`src/rtl/phy_pm_pkg.sv`:
```
package phy_pm_pkg;

  typedef enum logic [2:0] {
    ST_RESET   = 3'd0,
    ST_SLEEP   = 3'd1,
    ST_STANDBY = 3'd2,
    ST_READY   = 3'd3,
    ST_TX      = 3'd4,
    ST_RX      = 3'd5
  } pm_state_e;

  localparam logic [1:0] PM_READY   = 2'b00;
  localparam logic [1:0] PM_STANDBY = 2'b01;
  localparam logic [1:0] PM_SLEEP   = 2'b10;
  localparam logic [1:0] PM_BAD     = 2'b11;

  function automatic pm_state_e mode_to_state(input logic [1:0] m);
    case (m)
      PM_READY:   return ST_READY;
      PM_STANDBY: return ST_STANDBY;
      default:    return ST_SLEEP;
    endcase
  endfunction

endpackage

```
`src/rtl/phy_pm_rstseq.sv`:
```
module phy_pm_rstseq #(
  parameter int RST_CYC = 16
) (
  input  logic clk,
  input  logic rst,
  input  logic phy_reset_i,
  input  logic in_reset_i,
  output logic done_o
);
  localparam int CW = (RST_CYC > 1) ? $clog2(RST_CYC) : 1;
  localparam logic [CW-1:0] LOAD = CW'(RST_CYC - 1);

  logic [CW-1:0] cnt_q;

  always_ff @(posedge clk) begin
    if (rst || phy_reset_i || !in_reset_i) cnt_q <= LOAD;
    else if (cnt_q != '0)                  cnt_q <= cnt_q - 1'b1;
  end

  assign done_o = in_reset_i && !phy_reset_i && (cnt_q == '0);

  AST_RST_NOT_EARLY: assert property (@(posedge clk) disable iff (rst)
    ((RST_CYC > 1) && in_reset_i && phy_reset_i) |=> !done_o);

endmodule

```
`src/rtl/phy_pm_pmreq.sv`:
```
module phy_pm_pmreq
  import phy_pm_pkg::*;
(
  input  logic       clk,
  input  logic       rst,
  input  logic       clr_i,
  input  logic       wr_i,
  input  logic [1:0] mode_i,
  input  logic       can_apply_i,
  output logic       req_vld_o,
  output logic [1:0] req_mode_o
);
  logic       wr_ok;
  logic       pend_vld_q;
  logic [1:0] pend_mode_q;

  assign wr_ok = wr_i && (mode_i != PM_BAD) && !clr_i;

  always_ff @(posedge clk) begin
    if (rst || clr_i) begin
      pend_vld_q  <= 1'b0;
      pend_mode_q <= PM_READY;
    end else if (can_apply_i) begin
      pend_vld_q  <= 1'b0;
    end else if (wr_ok) begin
      pend_vld_q  <= 1'b1;
      pend_mode_q <= mode_i;
    end
  end

  assign req_vld_o  = can_apply_i && (wr_ok || pend_vld_q);
  assign req_mode_o = wr_ok ? mode_i : pend_mode_q;

  AST_PEND_KEEP: assert property (@(posedge clk) disable iff (rst)
    (pend_vld_q && !can_apply_i && !clr_i && !wr_ok) |=> (pend_vld_q && $stable(pend_mode_q)));

  AST_NO_BAD_REQ: assert property (@(posedge clk) disable iff (rst)
    req_vld_o |-> (req_mode_o != PM_BAD));

endmodule

```
`src/rtl/phy_pm_cca.sv`:
```
module phy_pm_cca #(
  parameter int CCA_CYC = 32
) (
  input  logic clk,
  input  logic rst,
  input  logic clr_i,
  input  logic ccre_i,
  input  logic allow_i,
  output logic ok_o
);
  localparam int CW = $clog2(CCA_CYC + 1);
  localparam logic [CW-1:0] MAX = CW'(CCA_CYC);

  logic [CW-1:0] cnt_q, cnt_n;

  always_comb begin
    if (clr_i || !ccre_i)  cnt_n = '0;
    else if (cnt_q == MAX) cnt_n = MAX;
    else                   cnt_n = cnt_q + 1'b1;
  end

  always_ff @(posedge clk) begin
    if (rst) begin
      cnt_q <= '0;
      ok_o  <= 1'b0;
    end else begin
      cnt_q <= cnt_n;
      ok_o  <= (cnt_n == MAX) && allow_i;
    end
  end

  AST_CCA_DROP: assert property (@(posedge clk) disable iff (rst)
    !ccre_i |=> !ok_o);

endmodule

```
`src/rtl/phy_pm_ctrl.sv`:
```
module phy_pm_ctrl
  import phy_pm_pkg::*;
#(
  parameter int RST_CYC = 16,
  parameter int CCA_CYC = 32
) (
  input  logic       clk,
  input  logic       rst,
  input  logic       phy_reset_i,
  input  logic       tx_en_i,
  input  logic       rx_en_i,
  input  logic       pm_wr_i,
  input  logic [1:0] pm_mode_i,
  input  logic       ccre_i,
  output logic [2:0] state_o,
  output logic       phy_active_o,
  output logic       rdy_o,
  output logic       clk_run_o,
  output logic       cca_ok_o
);
  pm_state_e  state_q, state_n;
  logic       hs_q, hs_n;
  logic       rst_done;
  logic       idle;
  logic       req_vld;
  logic [1:0] req_mode;
  logic       pm_clr;
  logic       cca_allow;

  assign idle   = ((state_q == ST_SLEEP) || (state_q == ST_STANDBY) ||
                   (state_q == ST_READY)) && !hs_q;
  assign pm_clr = phy_reset_i || (state_q == ST_RESET);

  phy_pm_rstseq #(.RST_CYC(RST_CYC)) u_rstseq (
    .clk        (clk),
    .rst        (rst),
    .phy_reset_i(phy_reset_i),
    .in_reset_i (state_q == ST_RESET),
    .done_o     (rst_done)
  );

  phy_pm_pmreq u_pmreq (
    .clk        (clk),
    .rst        (rst),
    .clr_i      (pm_clr),
    .wr_i       (pm_wr_i),
    .mode_i     (pm_mode_i),
    .can_apply_i(idle),
    .req_vld_o  (req_vld),
    .req_mode_o (req_mode)
  );

  always_comb begin
    state_n = state_q;
    hs_n    = hs_q;
    if (phy_reset_i) begin
      state_n = ST_RESET;
      hs_n    = 1'b0;
    end else if (idle && req_vld) begin
      state_n = mode_to_state(req_mode);
    end else begin
      case (state_q)
        ST_RESET:   if (rst_done) state_n = ST_STANDBY;
        ST_SLEEP:   if (tx_en_i && rx_en_i) begin
                      state_n = ST_STANDBY;
                      hs_n    = 1'b1;
                    end
        ST_STANDBY: if (hs_q && !tx_en_i && !rx_en_i) hs_n = 1'b0;
        ST_READY:   if (tx_en_i && !rx_en_i)      state_n = ST_TX;
                    else if (rx_en_i && !tx_en_i) state_n = ST_RX;
        ST_TX:      if (!tx_en_i) state_n = ST_READY;
        ST_RX:      if (!rx_en_i) state_n = ST_READY;
        default:    state_n = ST_RESET;
      endcase
    end
  end

  assign cca_allow = (state_n == ST_READY) || (state_n == ST_RX);

  always_ff @(posedge clk) begin
    if (rst) begin
      state_q      <= ST_RESET;
      hs_q         <= 1'b0;
      phy_active_o <= 1'b1;
      rdy_o        <= 1'b0;
      clk_run_o    <= 1'b1;
    end else begin
      state_q      <= state_n;
      hs_q         <= hs_n;
      phy_active_o <= (state_n == ST_RESET) || hs_n;
      clk_run_o    <= (state_n != ST_SLEEP);
      if (state_n == ST_RESET) rdy_o <= 1'b0;
      else if (rst_done)       rdy_o <= 1'b1;
    end
  end

  phy_pm_cca #(.CCA_CYC(CCA_CYC)) u_cca (
    .clk    (clk),
    .rst    (rst),
    .clr_i  (state_n == ST_RESET),
    .ccre_i (ccre_i),
    .allow_i(cca_allow),
    .ok_o   (cca_ok_o)
  );

  assign state_o = state_q;

  AST_RST_FORCE: assert property (@(posedge clk) disable iff (rst)
    phy_reset_i |=> (state_q == ST_RESET && phy_active_o));

  AST_RDY_LOW: assert property (@(posedge clk) disable iff (rst)
    phy_reset_i |=> !rdy_o);

  AST_WAKE: assert property (@(posedge clk) disable iff (rst)
    (state_q == ST_SLEEP && tx_en_i && rx_en_i && !phy_reset_i && !pm_wr_i)
      |=> (state_q == ST_STANDBY && phy_active_o));

  AST_SLEEP_CLK: assert property (@(posedge clk) disable iff (rst)
    (state_q == ST_SLEEP) |-> !clk_run_o);

  AST_TX_EXIT: assert property (@(posedge clk) disable iff (rst)
    (state_q == ST_TX && !tx_en_i && !phy_reset_i) |=> (state_q == ST_READY));

  AST_CCA_STATE: assert property (@(posedge clk) disable iff (rst)
    cca_ok_o |-> (state_q == ST_READY || state_q == ST_RX));

endmodule

```
`config.mk`:
```
export PLATFORM = sky130hd
export DESIGN_NAME = phy_pm_ctrl
export DESIGN_NICKNAME = d
export VERILOG_FILES = /design/src/rtl/phy_pm_pkg.sv /design/src/rtl/phy_pm_rstseq.sv /design/src/rtl/phy_pm_pmreq.sv /design/src/rtl/phy_pm_cca.sv /design/src/rtl/phy_pm_ctrl.sv
export SDC_FILE = /design/constraint.sdc
export NUM_CORES = 1
export LEC_CHECK = 0
export BUFFER_PORTS_ARGS = -buffer_cell sky130_fd_sc_hd__buf_2
export CAP_MARGIN = 20
export CORE_MARGIN = 2
export CORE_UTILIZATION = 54
export CTS_BUF_LIST = sky130_fd_sc_hd__clkbuf_4 sky130_fd_sc_hd__clkbuf_8
export DETAILED_ROUTE_END_ITERATION = 10
export GPL_TIMING_DRIVEN = 0
export PLACE_DENSITY = 0.87
export REMOVE_ABC_BUFFERS = 1
export SETUP_SLACK_MARGIN = 0.15
export SKIP_LAST_GASP = 1
export SYNTH_ARGS = -nofsm -noshare
export SYNTH_HDL_FRONTEND = slang
export SYNTH_SLANG_ARGS = --single-unit
export TNS_END_PERCENT = 100
```
`constraint.sdc`:
```
create_clock -name clk -period 1.9 [get_ports clk]
set_input_delay 0.095 -clock clk [delete_from_list [all_inputs] [get_ports clk]]
set_output_delay 0.095 -clock clk [all_outputs]
set_load 0.02 [all_outputs]
```
Yosys cells after proc, flatten, opt, wreduce, memory -nomap -nowiden
Index checks and enable logic that the tools add are counted.
{"block": "totals", "ff_bits": 21, "output_inout_bits": 7, "elab_cells": 79}
{"block": "op_classes", "add_sub_neg": 2, "n_eq_ne": 12, "n_mux": 18, "n_reduce_logical": 37}
{"operator": "3-bit 2-to-1 mux", "n": 8}
{"operator": "3-bit one-hot mux with 6 select lines", "n": 1}
{"operator": "1-bit logical AND", "n": 13}
{"operator": "6-bit == test, second input constant", "n": 2}
{"operator": "6-bit 2-to-1 mux", "n": 2}
{"operator": "1-bit logical OR", "n": 10}
{"operator": "3-bit by 2-bit == test with 1-bit output, second input constant", "n": 3}
{"operator": "3-bit == test, second input constant", "n": 3}
{"operator": "1-bit logical NOT", "n": 7}
{"operator": "6-bit by 1-bit adder with 6-bit output, second input constant", "n": 1}
{"operator": "3-bit logical NOT", "n": 2}
{"operator": "4-bit logical NOT", "n": 1}
{"operator": "1-bit 2-to-1 mux", "n": 4}
{"operator": "2-bit one-hot mux with 2 select lines", "n": 1}
{"operator": "4-bit nonzero test", "n": 1}
{"operator": "2-bit OR reduction", "n": 2}
{"operator": "4-bit by 1-bit subtractor with 4-bit output, second input constant", "n": 1}
{"operator": "3-bit by 1-bit == test with 1-bit output, second input constant", "n": 1}
{"operator": "3-bit by 1-bit != test with 1-bit output, second input constant", "n": 1}
{"operator": "2-bit by 1-bit == test with 1-bit output, second input constant", "n": 1}
{"operator": "2-bit logical NOT", "n": 1}
{"operator": "2-bit 2-to-1 mux", "n": 1}
{"operator": "2-bit != test, second input constant", "n": 1}
{"operator": "1-bit one-hot mux with 2 select lines", "n": 1}

Longest topological paths before layout
Gate-level depths: netlist (run 1).
{"block": "depth", "depth_word": 14, "mapped_depth": 7, "mapped_depth_nobuf": 7}

Cells and area by module
From an unflattened synthesis (run 1), not the netlist that was laid out.
{"block": "hier_totals", "hier_cells": 133, "hier_area_um2": 1219.9}
{"mod": "phy_pm_ctrl", "n_inst": 1, "cells_each": 52, "area_each_um2": 450.4}
{"mod": "phy_pm_cca", "n_inst": 1, "cells_each": 38, "area_each_um2": 344.1}
{"mod": "phy_pm_rstseq", "n_inst": 1, "cells_each": 22, "area_each_um2": 227.7}
{"mod": "phy_pm_pmreq", "n_inst": 1, "cells_each": 21, "area_each_um2": 197.7}

Least setup slack after synthesis (run 1)
Ideal clock, no wire load.
{"block": "synth_timing", "kind": "register to register", "start": "reg state_q[0], in the netlist state_o[0]", "end": "reg phy_active_o", "setup_time_ns": 0.127, "t_arrival_ns": 1.726, "required_time_ns": 1.773, "path_slack_ns": 0.047, "stages_incl_launch_ff": 7, "n_path_buf": 1, "synth_period_minus_slack_ns": 1.853, "path_cell_list": "dfxtp_1 > or2_1 > buf_6 > o211ai_2 > mux2i_1 > a221oi_4 > or3_1"}
{"block": "synth_via", "elab_chain_cells": 11, "elab_cells_between_ends": 35, "classes_between": "eq/ne: 6; mux: 14; reduce/logical: 15"}
{"element": "start: declaration", "line_no": "phy_pm_ctrl.sv:21", "text": "pm_state_e state_q, state_n;"}
{"element": "start signal: assignment", "line_no": "phy_pm_ctrl.sv:88", "text": "state_q <= state_n;"}
{"element": "3-bit logical NOT", "line_no": "phy_pm_ctrl.sv:32, phy_pm_ctrl.sv:38, phy_pm_ctrl.sv:62"}
{"element": "1-bit logical OR", "line_no": "phy_pm_ctrl.sv:32", "text": "assign pm_clr = phy_reset_i || (state_q == ST_RESET);"}
{"element": "1-bit logical NOT", "line_no": "phy_pm_pmreq.sv:17", "text": "assign wr_ok = wr_i && (mode_i != PM_BAD) && !clr_i;"}
{"element": "1-bit logical AND", "line_no": "phy_pm_pmreq.sv:17"}
{"element": "2-bit 2-to-1 mux / 1-bit logical OR (equally long branches)"}
{"element": "2-bit by 1-bit == test with 1-bit output, or another cell as far along", "line_no": "phy_pm_pkg.sv:18", "text": "case (m)"}
{"element": "2-bit one-hot mux with 2 select lines / 1-bit logical AND (equally long branches)", "line_no": "phy_pm_pkg.sv:18, phy_pm_ctrl.sv:59"}
{"element": "3-bit 2-to-1 mux", "line_no": "phy_pm_ctrl.sv:59", "text": "end else if (idle && req_vld) begin"}
{"element": "3-bit 2-to-1 mux", "line_no": "phy_pm_ctrl.sv:56", "text": "if (phy_reset_i) begin"}
{"element": "3-bit logical NOT", "line_no": "phy_pm_ctrl.sv:90", "text": "phy_active_o <= (state_n == ST_RESET) || hs_n;"}
{"element": "1-bit logical OR (*)", "line_no": "phy_pm_ctrl.sv:90"}
{"element": "end signal: assignment", "line_no": "phy_pm_ctrl.sv:90"}
{"element": "end: declaration", "line_no": "phy_pm_ctrl.sv:16", "text": "output logic phy_active_o,"}
Mark *: on every way between the ends. The rest lies on a longest branch, timed or not.
A chain may end at the register's enable or synchronous reset.

Worst setup path after layout (run 1)
Ends and elaborated chain as after synthesis.

==> reports/qor.tcl, run 1 <==
set qor(drt_initial_violations) 22
set qor(crit_chain) {or2_4, o211ai_2, mux2i_2, a221oi_4, or3_1}
set qor(core_area_mm2) 0.00223
set qor(clock_sink_count) 21
set qor(cts_max_path_buffers) 2
set qor(synth_most_common_cell) {sky130_fd_sc_hd__dfxtp_1}
set qor(synth.largest_area_cell) {sky130_fd_sc_hd__dfxtp_1}
set qor(grtUsageTotal_pct) 20.7
set qor(internal_portion_of_total_power_mw) 0.536
set qor(critical_path_peak_fanout) 8
set qor(detailed_place_hpwl_um) 2010
set qor(timing.critical_path.slowest_stage_cell) {sky130_fd_sc_hd__or3_1}
set qor(grt_start_max_net_pins) 21
set qor(worstPathRequired_ns) 2.09
set qor(detail_route.wl_per_cell_um) 14.4
set qor(number_of_remaining_drc_errors) 0
set qor(power_switching_mw) 0.171
set qor(combinationalPowerShare_pct) 7.6
set qor(timing.final.max_slew_violations) 0
set qor(final_nets) 178
set qor(timing.hold.worst.class) {in2reg}
set qor(setup_slack_ns) 0.0637
set qor(synth_enable_flop_cells) 0
set qor(antenna_violating_nets_post_route) 0
set qor(critical_path.endpoint_type) {flop}
set qor(final_period_minus_worst_setup_slack_ns) 1.84
set qor(proportion_of_register_bits_with_asynchronous_set_or_reset_after_synthesis_pct) 0
set qor(clockPowerShare_pct) 30.1
set qor(synth_top_area_share_pct) 32.5
set qor(final.fill_count) 186
set qor(place_ws_ns) -0.106
set qor(place_area_mm2) 0.00136
set qor(finish.instance_area_mm2) 0.00149
set qor(timing.critical_path.arrival_ns) 2.03
set qor(cellLeakagePower_nw) 0.550
set qor(netSwitchingFraction_pct) 24.1
set qor(area_taken_by_multi_input_logic_gates_um2) 837
set qor(antenna_found_initial) 0
set qor(critPathLaunchType) {flop}
set qor(hold_violations) 0
set qor(post_cts_hold_buffer_count) 0
set qor(boundaryPins) 16
set qor(run_status) {complete, no violations}
set qor(syn-mean-instance-area_um2) 8.91
set qor(instance_count_of_the_mapped_netlist) 145
set qor(number_of_flip_flops_and_latches_in_the_synthesized_netlist) 21
set qor(synthDistinctLibCells) 50
set qor(timing.max_slew.rel_slack_pct) 56.7
set qor(synth_seq_area_share_pct) 32.5
set qor(drt_pre_antenna_iters) 4
set qor(finalClockSkew_ns) 0.00565
set qor(cts-root-buf) {sky130_fd_sc_hd__clkbuf_4}
set qor(worst_skew_pair.late_latency_ns) 0.30
set qor(layout_worst_path_cycle_share_pct) 96.6
set qor(die_width_um) 52.9
set qor(setup_viol) 0
set qor(clock.fmax_ghz) 0.545
set qor(share_seq_of_total_power_pct) 62.3
set qor(starting_density_of_the_core_pct) 57.9
set qor(viasPerCell) 5.90
set qor(drv.max_cap_violation_count) 0
set qor(cts_tree) {done}
set qor(postSynth.topFlopCell) {sky130_fd_sc_hd__dfxtp_1}
set qor(post_route_cells_drive_above_1_share_pct) 30.5
set qor(first_pass_grt_wire_length_um) 4240
set qor(htreeDepth) 1
set qor(tightestPinTransition_ns) 0.644
set qor(finalCoreUtilization_pct) 66.7
set qor(synth-warning-count) 0
set qor(cts-buffers-inserted) 3
set qor(setup_repair_after_global_routing_missed_its_margin) {yes}
set qor(timing.critical_path.slowest_cell_delay_ns) 0.41
set qor(port_buffers) 15
set qor(num_rows) 17
set qor(route.vias.total) 1132
set qor(ir_worst_vdd_mv) 0.593
set qor(globalRoute.totalOverflow) 0
set qor(area.sequential_um2) 434
set qor(clkSlewWorstSetupHoldPaths_ns) 0.12
set qor(netlist_top_cells_count) {sky130_fd_sc_hd__dfxtp_1 (21), sky130_fd_sc_hd__nor2_1 (13), sky130_fd_sc_hd__nand2_1 (9), sky130_fd_sc_hd__nor3_1 (8)}
set qor(cell_types_with_the_largest_area_share_after_synthesis) {sky130_fd_sc_hd__dfxtp_1 (33%), sky130_fd_sc_hd__ha_1 (3.9%), sky130_fd_sc_hd__nor2_1 (3.8%), sky130_fd_sc_hd__nor3_1 (3.1%), sky130_fd_sc_hd__nand2b_1 (2.9%)}
set qor(area.growth.synth_to_final_pct) 15.2
set qor(post_synth_instance_area_mm2) 0.00129
set qor(routabilityCongestion) 0.952
set qor(antenna_cells) 0
set qor(power_density_mw_per_mm2) 474
set qor(die_h_um) 52.9
set qor(vias_in_the_first_global_route) 990
set qor(finalWirelength_um) 2770
set qor(critPathBufInv) 0
set qor(cpLargestDelayFamily) {simple AND/OR/NAND/NOR gates}
set qor(critical_path_class) {reg2reg}
set qor(setup_tns_after_final_layout_ns) 0
set qor(die-area_mm2) 0.00280
through the flow:
step	hold WS, ns	power (mW)	cells
final	0.0478	0.706	192
after global routing	0.0412	0.732	192
after CTS	0.0440	0.708	189
after detailed placement	0.383	0.504	183
after global placement	0.377	0.501	183
after floorplan	0.164	0.480	140
area by class of cell:
type                    count  share of cell area (%)
flip-flops and latches     21                    29.2
clock buffers               3                    1.51
clock inverters             1                   0.336
multi-input cells         111                    56.2
inverters                   8                    2.02
well taps                  28                    2.35
repair buffers             20                    8.40
cells by family (layout without fill, tap and decap cells):
family                     count (synthesis)  in the layout  synth area share, %
adders and majority gates                  4              4                 3.87
and+or+nand+nor                           71             71                 34.9
AOI/OAI and AO/OA                         30             30                 19.0
xor gates and xnor gates                   5              5                 3.39
muxes                                      1              1                0.774
buffers and inverters                     13             32                 5.61
DFF                                       21             21                 32.5
registers in the layout (all words and copies together) (netlist names):
signal and count:
u_cca.cnt_q 6, u_cca.ok_o 1, clk_run_o 1, phy_active_o 1, u_pmreq.pend_vld_q 1, hs_q 1
rdy_o 1, state_o 3, u_pmreq.pend_mode_q 2, u_rstseq.cnt_q 4
placed cells by master, fill, tap and decap left out, drive strengths merged, types with 3 or more instances in the layout:
cell type	n
dfxtp	21
buf	20
nor2	13
nand2	9
nor3	8
inv	8
a21oi	7
nand2b	6
o21ai	6
or3	4
nor3b	4
or2	4
nor4	4
ha	4
nor4b	4
nand3b	3
nand3	3
xor2	3
clkbuf	3
o211ai	3
timing repair:
action | in CTS | in global routing
resized for setup | 9 | 8
setup buffers | 2 | 3
endpoints found under the setup margin | 10 | 9
pin swaps | 2 | 5
power groups by stage:
stage                     registers (mW)  clock network [mW]  logic, mW
after detailed placement           0.454                   0     0.0502
after global routing               0.441               0.231     0.0597
after floorplan                    0.453                   0     0.0266
after CTS                          0.441               0.216     0.0510
final                              0.440               0.212     0.0537
after global placement             0.454                   0     0.0473
per-layer routing:
metal	wire, µm	vias to the layer above	share of wire (%)	track usage (%)
met4	38	0	1.4	7.69
met3	80	4	2.9	1.69
met5	0	-	0	0
met1	1240	531	45	24.6
met2	1410	27	51	38.1
li1	-	570	-	-
worst register-to-register path: cells and delay by family (launching register included):
family           cells  cell delay [ns]
flip-flops           1             0.37
AO/OA/AOI/OAI        2             0.33
AND/OR/NAND/NOR      2             0.69
multiplexers         1             0.32
final timing paths:
check                            to  slack [ns]              startpoint  depth (start not counted)
max                    phy_active_o        0.06              state_o[0]                          5
min                      state_o[1]        0.05                     rst                          2
max reg2reg            phy_active_o        0.06              state_o[0]                          5
min reg2reg  u_pmreq.pend_mode_q[0]        0.52  u_pmreq.pend_mode_q[0]                          2
(Power assumes the default switching activity.)
==> run 2: changes to the inputs <==
--- a/config.mk
+++ b/config.mk
@@ -5,14 +5,15 @@
 export SDC_FILE = /design/constraint.sdc
 export NUM_CORES = 1
 export LEC_CHECK = 0
+export ABC_AREA = 1
 export BUFFER_PORTS_ARGS = -buffer_cell sky130_fd_sc_hd__buf_2
 export CAP_MARGIN = 20
 export CORE_MARGIN = 2
-export CORE_UTILIZATION = 54
+export CORE_UTILIZATION = 53
 export CTS_BUF_LIST = sky130_fd_sc_hd__clkbuf_4 sky130_fd_sc_hd__clkbuf_8
 export DETAILED_ROUTE_END_ITERATION = 10
 export GPL_TIMING_DRIVEN = 0
-export PLACE_DENSITY = 0.87
+export PLACE_DENSITY = 0.86
 export REMOVE_ABC_BUFFERS = 1
 export SETUP_SLACK_MARGIN = 0.15
 export SKIP_LAST_GASP = 1
==> run 2 against run 1 <==
Compared with the run above:
- final cell count rose by 19%
- count of clock-buffer cells in the layout did not move
- largest cell class unchanged
- fmax rose by 5.2%
- critical path depth rose by 6
- setup slack improved by 0.090 ns
==> reports/qor.tcl, run 2 <==
set qor(run_status) {complete, no violations}
set qor(synth_seq_area_share_pct) 33.3 ;# +0.74 points
set qor(boundaryPins) 16 ;# unchanged
set qor(post_synth_instance_area_mm2) 0.00126 ;# -2.2%
set qor(synth_top_area_share_pct) 33.3 ;# +0.74 points
set qor(worstPathRequired_ns) 2.10 ;# about the same
set qor(hold_violations) 0 ;# unchanged
set qor(cellLeakagePower_nw) 0.792 ;# +44%
set qor(route.vias.total) 1223 ;# +8.0%
set qor(regToRegStartpoint) {state_o[1]}
set qor(clock.fmax_ghz) 0.573 ;# +5.2%
set qor(worst_skew_pair.late_latency_ns) 0.30 ;# about the same
set qor(final_period_minus_worst_setup_slack_ns) 1.75 ;# -0.0904 ns
set qor(antenna_found_initial) 0 ;# unchanged
set qor(viasPerCell) 5.34 ;# -9.4%
set qor(setup_tns_after_final_layout_ns) 0 ;# unchanged
set qor(globalRoute.totalOverflow) 0 ;# unchanged
set qor(reg2reg_slack_ns) 0.15 ;# +0.09 ns
set qor(post_route_cells_drive_above_1_share_pct) 32.3 ;# +1.9 points
set qor(critPathLaunchType) {flop}
set qor(power_density_mw_per_mm2) 458 ;# -3.5%
set qor(final.fill_count) 180 ;# -3.2%
set qor(post_synth_xor_area_fraction_pct) 2.77 ;# -0.62 points
set qor(cts-buffers-inserted) 3 ;# unchanged
set qor(tightestPinTransition_ns) 0.438 ;# -0.206 ns
set qor(most-common-layout-cells) {sky130_fd_sc_hd__nand2_1 (30), sky130_fd_sc_hd__inv_1 (23), sky130_fd_sc_hd__nor2_1 (20), sky130_fd_sc_hd__dfxtp_1 (17), sky130_fd_sc_hd__nand3_1 (16)}
set qor(layout_worst_path_cycle_share_pct) 91.9 ;# -4.8 points
set qor(synthDistinctLibCells) 30 ;# -40%
set qor(postSynth.topFlopCell) {sky130_fd_sc_hd__dfxtp_1}
set qor(destination_of_the_worst_register_to_register_timing_path) {u_cca.cnt_q[2]}
set qor(clkSlewWorstSetupHoldPaths_ns) 0.12 ;# about the same
set qor(port_buffers) 15 ;# unchanged
set qor(critical_path_peak_fanout) 6 ;# -2
set qor(area.growth.synth_to_final_pct) 21.4
set qor(instance_count_of_the_mapped_netlist) 174 ;# +20%
set qor(routabilityCongestion) 0.824 ;# -13%
set qor(cell_types_with_the_largest_area_share_after_synthesis) {sky130_fd_sc_hd__dfxtp_1 (33%), sky130_fd_sc_hd__nand2_1 (11%), sky130_fd_sc_hd__inv_1 (7.1%), sky130_fd_sc_hd__nor2_1 (6.8%), sky130_fd_sc_hd__nand3_1 (6.3%)}
set qor(finalWirelength_um) 2890 ;# +4.1%
set qor(netlist_top_cells_count) {sky130_fd_sc_hd__nand2_1 (37), sky130_fd_sc_hd__inv_1 (24), sky130_fd_sc_hd__nor2_1 (23), sky130_fd_sc_hd__dfxtp_1 (21), sky130_fd_sc_hd__nand3_1 (16)}
set qor(timing.hold.worst.class) {in2reg}
set qor(vias_in_the_first_global_route) 1042 ;# +5.3%
set qor(detailed_place_hpwl_um) 2040 ;# +1.4%
set qor(post_cts_hold_buffer_count) 0 ;# unchanged
set qor(number_of_remaining_drc_errors) 0 ;# unchanged
set qor(setup.worst_path.end) {u_cca.cnt_q[2]}
set qor(clock_sink_count) 21 ;# unchanged
set qor(starting_density_of_the_core_pct) 56.6 ;# -1.3 points
set qor(ir_worst_vdd_mv) 0.373 ;# -37%
set qor(antenna_violating_nets_post_route) 0 ;# unchanged
set qor(die_h_um) 52.8 ;# -0.18%
set qor(core_area_mm2) 0.00223 ;# unchanged
set qor(synth-warning-count) 0 ;# unchanged
set qor(setup_viol) 0 ;# unchanged
set qor(die-area_mm2) 0.00279 ;# -0.36%
set qor(critPathLaunch) {state_o[1]}
set qor(htreeDepth) 1 ;# unchanged
set qor(num_rows) 17 ;# unchanged
set qor(r2r.worst_path.cells) 11 ;# +6
set qor(syn-mean-instance-area_um2) 7.26 ;# -19%
set qor(antenna_cells) 0 ;# unchanged
set qor(synth_top_family_by_area) {simple AND/OR/NAND/NOR gates}
set qor(largest_reg_flops) 6 ;# unchanged
set qor(whs_path_depth) 2 ;# unchanged
set qor(final_nets) 215 ;# +21%
set qor(timing.final.max_slew_violations) 0 ;# unchanged
set qor(drv.max_cap_violation_count) 0 ;# unchanged
set qor(cts_tree) {done}
set qor(synth_most_common_cell) {sky130_fd_sc_hd__nand2_1}
set qor(synth_enable_flop_cells) 0 ;# unchanged
set qor(finalPower_mw) 0.703 ;# -0.53%
set qor(timing.max_slew.rel_slack_pct) 70.8 ;# +14 points
set qor(proportion_of_register_bits_with_asynchronous_set_or_reset_after_synthesis_pct) 0 ;# unchanged
set qor(synth.mux.area_fraction_pct) 0 ;# -0.77 points
set qor(top_register) {u_cca.cnt_q}
set qor(setup_repair_after_global_routing_missed_its_margin) {yes}
set qor(critical_path.endpoint_type) {flop}
set qor(critical_path_class) {reg2reg}
set qor(drt_initial_violations) 28 ;# +27%
set qor(layout.cells.most_common) {sky130_fd_sc_hd__nand2_1}
set qor(cts_max_path_buffers) 2 ;# unchanged
set qor(grtUsageTotal_pct) 19.8 ;# -0.82 points
set qor(synth.largest_area_cell) {sky130_fd_sc_hd__dfxtp_1}
set qor(first_pass_grt_wire_length_um) 4080 ;# -3.9%
set qor(synth-adder-area-share_pct) 3.96 ;# +0.088 points
set qor(finalClockSkew_ns) 0.00730 ;# +0.00164 ns
set qor(number_of_flip_flops_and_latches_in_the_synthesized_netlist) 21 ;# unchanged
set qor(grt_start_max_net_pins) 13 ;# -38%
set qor(share_of_the_synthesized_area_in_compound_gates_ao_oa_aoi_oai_pct) 8.51 ;# -10 points
set qor(drt_pre_antenna_iters) 4 ;# unchanged
set qor(die_width_um) 52.8 ;# -0.18%
set qor(timing.critical_path.arrival_ns) 1.95 ;# -0.08 ns
set qor(synth_simple_gate_area_share_pct) 42.2 ;# +7.3 points
set qor(detail_route.wl_per_cell_um) 12.6 ;# -13%
set qor(cts-root-buf) {sky130_fd_sc_hd__clkbuf_4}
[run 2: cell types whose count changed in the layout (fill, tap and decap cells not counted), moves of 5 or more]
| cell | before | now |
|---|---|---|
| sky130_fd_sc_hd__inv_1 | 5 | 23 |
| sky130_fd_sc_hd__nand3_1 | 3 | 16 |
| sky130_fd_sc_hd__buf_4 | 4 | 9 |
| sky130_fd_sc_hd__nand2_1 | 9 | 30 |
| sky130_fd_sc_hd__nand2b_1 | 6 | 0 |
| sky130_fd_sc_hd__a21oi_1 | 7 | 2 |
| sky130_fd_sc_hd__nor2_1 | 12 | 20 |
| sky130_fd_sc_hd__nand2_2 | 0 | 9 |
[run 2: worst min path at each step]
| stage | from | to |
|---|---|---|
| global placement | rst | state_o[2] |
| global route | rst | u_cca.cnt_q[4] |
| detailed placement | rst | u_cca.cnt_q[1] |
| CTS | rst | state_o[1] |
| finish | rst | u_cca.cnt_q[4] |
| floorplan | rst | u_cca.cnt_q[1] |
[run 2: power by group]
part / internal (mW) / total [mW] / switching, mW / leakage, nW
registers: 0.440 / 0.441 / 0.00119 / 0.171
clock network: 0.0785 / 0.214 / 0.136 / 0.0177
logic: 0.0156 / 0.0476 / 0.0320 / 0.603
[run 2: layout make-up]
class                           count  area [µm²]  share of cell area (%)
Clock buffer                        3        22.5                    1.47
Clock inverter                      1        5.00                   0.326
Inverter                           26         103                    6.69
Multi-Input combinational cell    125         776                    50.6
Sequential cell                    21         430                    28.1
Tap cell                           28        35.0                    2.28
Timing Repair Buffer               25         163                    10.6
[run 2: metrics by stage]
step | setup WS (ns) | area [µm²] | cells | hold WS, ns | util, %
2_1_floorplan | 0.237 | 1250 | 172 | 0.167 | -
3_3_place_gp | 0.213 | 1360 | 215 | 0.405 | 60.7
3_5_place_dp | 0.132 | 1360 | 215 | 0.415 | 60.7
4_1_cts | 0.182 | 1390 | 219 | 0.0878 | 62.2
5_1_grt | 0.0616 | 1530 | 229 | 0.0964 | 68.7
6_report | 0.154 | 1530 | 229 | 0.0804 | 68.7
[run 2: worst max-delay path: stages, from the launching register on]
cell and delay [ns]:
sky130_fd_sc_hd__dfxtp_4 0.40, sky130_fd_sc_hd__nor2_4 0.07, sky130_fd_sc_hd__nor3_4 0.32, sky130_fd_sc_hd__inv_2 0.09
sky130_fd_sc_hd__a21oi_4 0.16, sky130_fd_sc_hd__nand3_2 0.12, sky130_fd_sc_hd__nand2_2 0.10, sky130_fd_sc_hd__nand3_4 0.11
sky130_fd_sc_hd__nand2_4 0.13, sky130_fd_sc_hd__inv_4 0.05, sky130_fd_sc_hd__nand2_2 0.04, sky130_fd_sc_hd__nor2_1 0.04
[run 2: per-layer routing]
layer	routed length, µm	GRT usage (%)	vias to the layer above
li1	-	-	616
met1	1230	20.8	564
met2	1530	39.0	38
met3	104	2.86	5
met4	28	7.26	0
met5	0	0	-
[run 2: logic make-up after synthesis]
kind of cell             Yosys count
XOR/XNOR                           4
adder cells (fa/ha/maj)            4
AO/OA/AOI/OAI                     15
buffers and inverters             28
AND/OR/NAND/NOR                  102
flip-flops                        21
[run 2: what timing repair did]
action                     CTS  global route
setup endpoints to repair    4             7
resized for setup            4            19
pin swaps                    0            13
buffers inserted             0            10
